<file path="src/rtl/link_stack_pkg.sv">
package link_stack_pkg;

  // Strobes from the control to the datapath, already gated by errors and reset.
  typedef struct packed {
    logic push;     // store wrData above current top
    logic pop;      // drop top entry
    logic replace;  // overwrite top entry in place
  } stackStrobe_t;

endpackage

</file>
<file path="src/rtl/link_stack_ctrl.sv">
module link_stack_ctrl
  import link_stack_pkg::*;
#(
  parameter int DEPTH = 8,
  localparam int CNT_W = $clog2(DEPTH + 1)
) (
  input  logic             clk,
  input  logic             rstSync,
  input  logic             instValid,
  input  logic             useRs1,
  input  logic             useRs2,
  input  logic             useRd,
  input  logic             errClear,
  output stackStrobe_t     strb,
  output logic [CNT_W-1:0] occ,
  output logic             errPulse,
  output logic             errSticky,
  output logic             stackEmpty,
  output logic             stackFull
);

  logic popReq, pushReq;
  logic underflow, overflow, anyErr;

  assign popReq     = instValid & (useRs1 | useRs2);
  assign pushReq    = instValid & useRd;
  assign stackEmpty = (occ == '0);
  assign stackFull  = (occ == CNT_W'(DEPTH));

  // Read of an empty stack always fails; a write only fails on full when
  // the same instruction does not also consume an entry.
  assign underflow = popReq & stackEmpty;
  assign overflow  = pushReq & ~popReq & stackFull;
  assign anyErr    = underflow | overflow;

  always_comb begin
    strb         = '0;
    strb.push    = pushReq & ~popReq & ~anyErr & ~rstSync;
    strb.pop     = popReq & ~pushReq & ~anyErr & ~rstSync;
    strb.replace = popReq & pushReq & ~anyErr & ~rstSync;
  end

  always_ff @(posedge clk) begin
    if (rstSync) begin
      occ       <= '0;
      errPulse  <= 1'b0;
      errSticky <= 1'b0;
    end else begin
      errPulse <= anyErr;
      if (anyErr)        errSticky <= 1'b1;
      else if (errClear) errSticky <= 1'b0;
      if (strb.push)     occ <= occ + CNT_W'(1);
      else if (strb.pop) occ <= occ - CNT_W'(1);
    end
  end

  // source read of an empty stack reports and leaves depth alone
  p_underflow_r5: assert property (@(posedge clk) disable iff (rstSync)
    (instValid && (useRs1 || useRs2) && stackEmpty) |=> (errPulse && occ == '0));

  // destination write to a full stack without a source read is refused
  p_no_overflow_r6: assert property (@(posedge clk) disable iff (rstSync)
    (instValid && useRd && !useRs1 && !useRs2 && stackFull) |=> (errPulse && stackFull));

  // combined read and write keeps the depth
  p_replace_depth_r4: assert property (@(posedge clk) disable iff (rstSync)
    (instValid && useRd && (useRs1 || useRs2) && !stackEmpty) |=> ($stable(occ) && !errPulse));

  // sticky flag holds without a clear
  p_sticky_hold_r7: assert property (@(posedge clk) disable iff (rstSync)
    (errSticky && !errClear) |=> errSticky);

  // idle cycles touch nothing
  p_idle_r8: assert property (@(posedge clk) disable iff (rstSync)
    (!instValid) |=> ($stable(occ) && !errPulse));

  // depth never exceeds capacity
  p_bound_r9: assert property (@(posedge clk) disable iff (rstSync)
    occ <= CNT_W'(DEPTH));

endmodule

</file>
<file path="src/rtl/link_stack_dp.sv">
module link_stack_dp
  import link_stack_pkg::*;
#(
  parameter int DEPTH = 8,
  parameter int WIDTH = 32,
  localparam int CNT_W = $clog2(DEPTH + 1),
  localparam int IDX_W = (DEPTH > 1) ? $clog2(DEPTH) : 1
) (
  input  logic             clk,
  input  logic             rstSync,
  input  stackStrobe_t     strb,
  input  logic [CNT_W-1:0] occ,
  input  logic [WIDTH-1:0] wrData,
  output logic [WIDTH-1:0] topData
);

  logic [WIDTH-1:0] mem [DEPTH];
  logic [IDX_W-1:0] topIdx, nextIdx;

  assign topIdx  = IDX_W'(occ - CNT_W'(1));
  assign nextIdx = IDX_W'(occ);

  // Entries need no reset: the occupancy count decides what is valid.
  always_ff @(posedge clk) begin
    if (strb.push)         mem[nextIdx] <= wrData;
    else if (strb.replace) mem[topIdx]  <= wrData;
  end

  assign topData = (occ == '0) ? '0 : mem[topIdx];

  // a written value is visible on top after the edge
  p_write_visible_r2: assert property (@(posedge clk) disable iff (rstSync)
    (strb.push || strb.replace) |=> (topData == $past(wrData)));

  // Strobes are mutually exclusive
  p_strobe_onehot_r3: assert property (@(posedge clk) disable iff (rstSync)
    $onehot0({strb.push, strb.pop, strb.replace}));

endmodule

</file>
<file path="src/rtl/link_stack.sv">
module link_stack
  import link_stack_pkg::*;
#(
  parameter int DEPTH = 8,
  parameter int WIDTH = 32
) (
  input  logic                         clk,
  input  logic                         rstSync,
  input  logic                         instValid,
  input  logic                         useRs1,
  input  logic                         useRs2,
  input  logic                         useRd,
  input  logic [WIDTH-1:0]             wrData,
  input  logic                         errClear,
  output logic [WIDTH-1:0]             topData,
  output logic                         errPulse,
  output logic                         errSticky,
  output logic                         stackEmpty,
  output logic                         stackFull,
  output logic [$clog2(DEPTH+1)-1:0]   depth
);

  localparam int CNT_W = $clog2(DEPTH + 1);

  stackStrobe_t     strb;
  logic [CNT_W-1:0] occ;

  link_stack_ctrl #(.DEPTH(DEPTH)) u_ctrl (
    .clk, .rstSync, .instValid, .useRs1, .useRs2, .useRd, .errClear,
    .strb, .occ, .errPulse, .errSticky, .stackEmpty, .stackFull
  );

  link_stack_dp #(.DEPTH(DEPTH), .WIDTH(WIDTH)) u_dp (
    .clk, .rstSync, .strb, .occ, .wrData, .topData
  );

  assign depth = occ;

  // reset leaves an empty stack without errors
  p_reset_empty_r1: assert property (@(posedge clk)
    rstSync |=> (depth == '0 && !errPulse && !errSticky && topData == '0));

endmodule

</file>
<file path="config.mk">
export PLATFORM = sky130hd
export DESIGN_NAME = link_stack
export DESIGN_NICKNAME = d
export VERILOG_FILES = /design/src/rtl/link_stack_pkg.sv /design/src/rtl/link_stack_ctrl.sv /design/src/rtl/link_stack_dp.sv /design/src/rtl/link_stack.sv
export SDC_FILE = /design/constraint.sdc
export NUM_CORES = 1
export LEC_CHECK = 0
export BUFFER_PORTS_ARGS = -buffer_cell sky130_fd_sc_hd__buf_2
export CORE_MARGIN = 1
export CORE_UTILIZATION = 53
export DETAILED_ROUTE_END_ITERATION = 6
export PLACE_DENSITY = 0.74
export SLEW_MARGIN = 20
export SYNTH_ARGS = -nofsm -noshare
export SYNTH_HDL_FRONTEND = slang
export SYNTH_SLANG_ARGS = --single-unit
</file>
<file path="constraint.sdc">
create_clock -name clk -period 8.2 [get_ports clk]
set_clock_uncertainty 0.1 [all_clocks]
set_input_delay 0.41 -clock clk [delete_from_list [all_inputs] [get_ports clk]]
set_output_delay 0.41 -clock clk [all_outputs]
set_load 0.05 [all_outputs]
</file>
==> out/qor.txt <==
Final nets -> 653
Reg clk slew, reported paths -> 0.07 ns
Fmax -> 227 MHz
DP HPWL -> 10700 um
TritonRoute pass-1 iters -> 5
Peak supply drop -> 0.137 mV
Gate Count Post-Synth -> 533
H-tree level count -> 1
CTS Hold Buffers Added -> 0
Slack of the critical path -> 3.80 ns
Final Util -> 0.630
Clock Latency Late Sink -> 0.51 ns
CTS sink cnt -> 262
Pre-CTS worst setup slack -> 3.77 ns
Mapped Area -> 0.0104 sq mm
Num CTS Buffers -> 24
CP required -> 8.29 ns
Post-synthesis async set-or-reset flop share -> 0
Yosys warnings -> 0
Remaining antenna violation count -> 0
CP Launch Type -> flip-flop
Hold Path Class -> primary input to flip-flop
Crit path kind -> flip-flop to flip-flop
Initial Util -> 0.548
Synthesized flop and latch total -> 262
Worst Hold Slack -> 0.0490 ns
Initial antenna violation count -> 1
Core Box Area -> 0.0190 sq mm
Rows -> 50
Slew @ Worst Pin -> 1.10 ns
R2R depth -> 6
Pleak -> 3.93 nW
Top_reg_cell synth -> edfxtp_1
Clock buffer depth -> 3
CP max stage cell -> ha_4
Initial DRC Count -> 468
Layout Area Growth over Synthesis -> 15.1%
Synth top area share -> 0.740
Worst Setup End Kind -> flip-flop
Vias/cell -> 5.83
First-pass GRT wire length -> 30700 um
Peak fanout along the critical path -> 74
Vias in the first global route -> 5396
CP max stage delay -> 0.97 ns
# resized after CTS -> 0
Largest net degree at the start of global routing -> 75
# diodes -> 0
I/O pin cnt -> 79
Wire per inst -> 22.4 um
Grt ovf -> 0
Outcome -> complete, no violations
Max Slew Vio Count -> 0
Power per cell area -> 244 mW/mm^2
Hold depth -> 2
Fraction of layout cells with a size suffix above 1 -> 0.327
Final GP Congestion -> 0.867
Gr usage total -> 0.206
Tot Pwr -> 2.92 mW
Die X -> 142 um
Setup TNS -> 0 ns
Maxcap violations -> 0
Flop2flop setup slack -> 3.80 ns
Post-route DRC violation count -> 0
Post-synth top cells -> 256 x edfxtp_1, 68 x nand2_1, 64 x mux4_2
CTS tree -> built
Via count -> 5191
Cells along the critical path -> inv_1 -> ha_4 -> nor4b_1 -> o21ai_0 -> a21oi_4 -> buf_4
Sequential share of the synthesized area -> 0.752
Syn_nets -> 574
CTS Root Cell -> clkbuf_16
Clock period minus worst slack -> 4.40 ns
EDFF count, synth -> 256
Die area -> 0.0202 sq mm
Top cells by area, synth -> edfxtp_1 74%, mux4_2 14%, nand2_1 2.5%, a21oi_1 1.7%, dfxtp_1 1.2%
Relative slew slack -> 0.265
Average cell area after synthesis -> 19.5 sq um
Final hold violation count -> 0
Tcrit/Tclk final -> 0.536
RSZ-0062 raised after global routing -> no
Top cell type by total area after synthesis -> edfxtp_1
Final wirelength -> 20000 um
Critical Path AT -> 4.48 ns
Die height -> 142 um
Post-synth cell types -> 48
IO Port Bufs -> 78
Most frequent cell after synthesis -> edfxtp_1
Final setup violation count -> 0
Setup bufs post-CTS -> 0
==> flip-flops by register name, summed over array words and instances (netlist names) <==
name              flops
u_dp.mem            256
u_ctrl.occ            4
u_ctrl.errPulse       1
u_ctrl.errSticky      1
==> per-layer routing <==
metal	global-route usage	part of all wire
met1	0.276	0.41
met2	0.358	0.52
met3	0.0283	0.055
met4	0.0572	0.015
met5	0	0.00050
==> logic make-up (layout without fill, tap and decap cells) <==
logic type	Yosys count	count (layout)	synth area share
multiplexers	69	69	0.144
buffers and inverters	34	131	0.0164
AND/OR/NAND/NOR	114	114	0.0550
adder cells (fa/ha/maj)	2	2	0.00241
flip-flops	262	262	0.752
XOR/XNOR	2	2	0.00169
AO/OA/AOI/OAI	50	50	0.0287
==> final cells by class <==
| class | count | area [sq um] |
|---|---|---|
| clock buffers | 30 | 644 |
| clock inverters | 14 | 220 |
| fillers | 1271 | 7010 |
| inverters | 3 | 11.3 |
| multi-input cells | 237 | 2500 |
| flip-flops and latches | 262 | 7810 |
| well taps | 260 | 325 |
| repair buffers | 84 | 435 |
==> worst paths after layout <==
path,startpoint,endpoint
setup / recovery,u_ctrl.occ[0],u_dp.mem[4][18]
hold / removal,rstSync,u_ctrl.occ[1]
setup reg to reg,u_ctrl.occ[0],u_dp.mem[4][18]
hold reg to reg,u_ctrl.errSticky,u_ctrl.errSticky
==> layout by cell type, fill, tap and decap left out, types with 2 or more instances in the layout <==
master	count
a21o_1	2
a21oi_1	34
a22oi_1	2
and3_1	3
buf_2	78
buf_4	6
bufinv_16	6
clkbuf_1	5
clkbuf_16	25
clkinv_1	4
clkinv_2	2
clkinvlp_4	2
dfxtp_1	5
edfxtp_1	256
inv_1	3
mux2_2	2
mux2i_1	3
mux4_2	64
nand2_1	67
nand2b_1	2
nand3_1	6
nand3_2	3
nand4_1	4
nand4b_1	3
nor2_1	7
nor3_1	3
nor3_4	2
nor3b_1	2
==> power by group <==
part / total [mW] / switching (mW) / internal (mW)
clock network: 1.21 / 0.462 / 0.746
registers: 1.48 / 0.00778 / 1.47
logic: 0.231 / 0.162 / 0.0692
total: 2.92 / 0.631 / 2.29
==> metrics by stage <==
step                      std cells  instance area (sq um)
after detailed placement        846                  11100
after floorplan                 533                  10400
final                           890                  11900
after global routing            890                  11900
after CTS                       890                  11900
after global placement          846                  11100
==> worst max-delay path, delay by kind of cell, from the launching register on <==
family	cells	cell delay (ns)
simple gates	1	0.54
compound gates	2	1.00
fa+ha+maj	1	0.97
flops	1	0.74
buf+inv	2	0.68
Power figures use the tool's default switching activity.
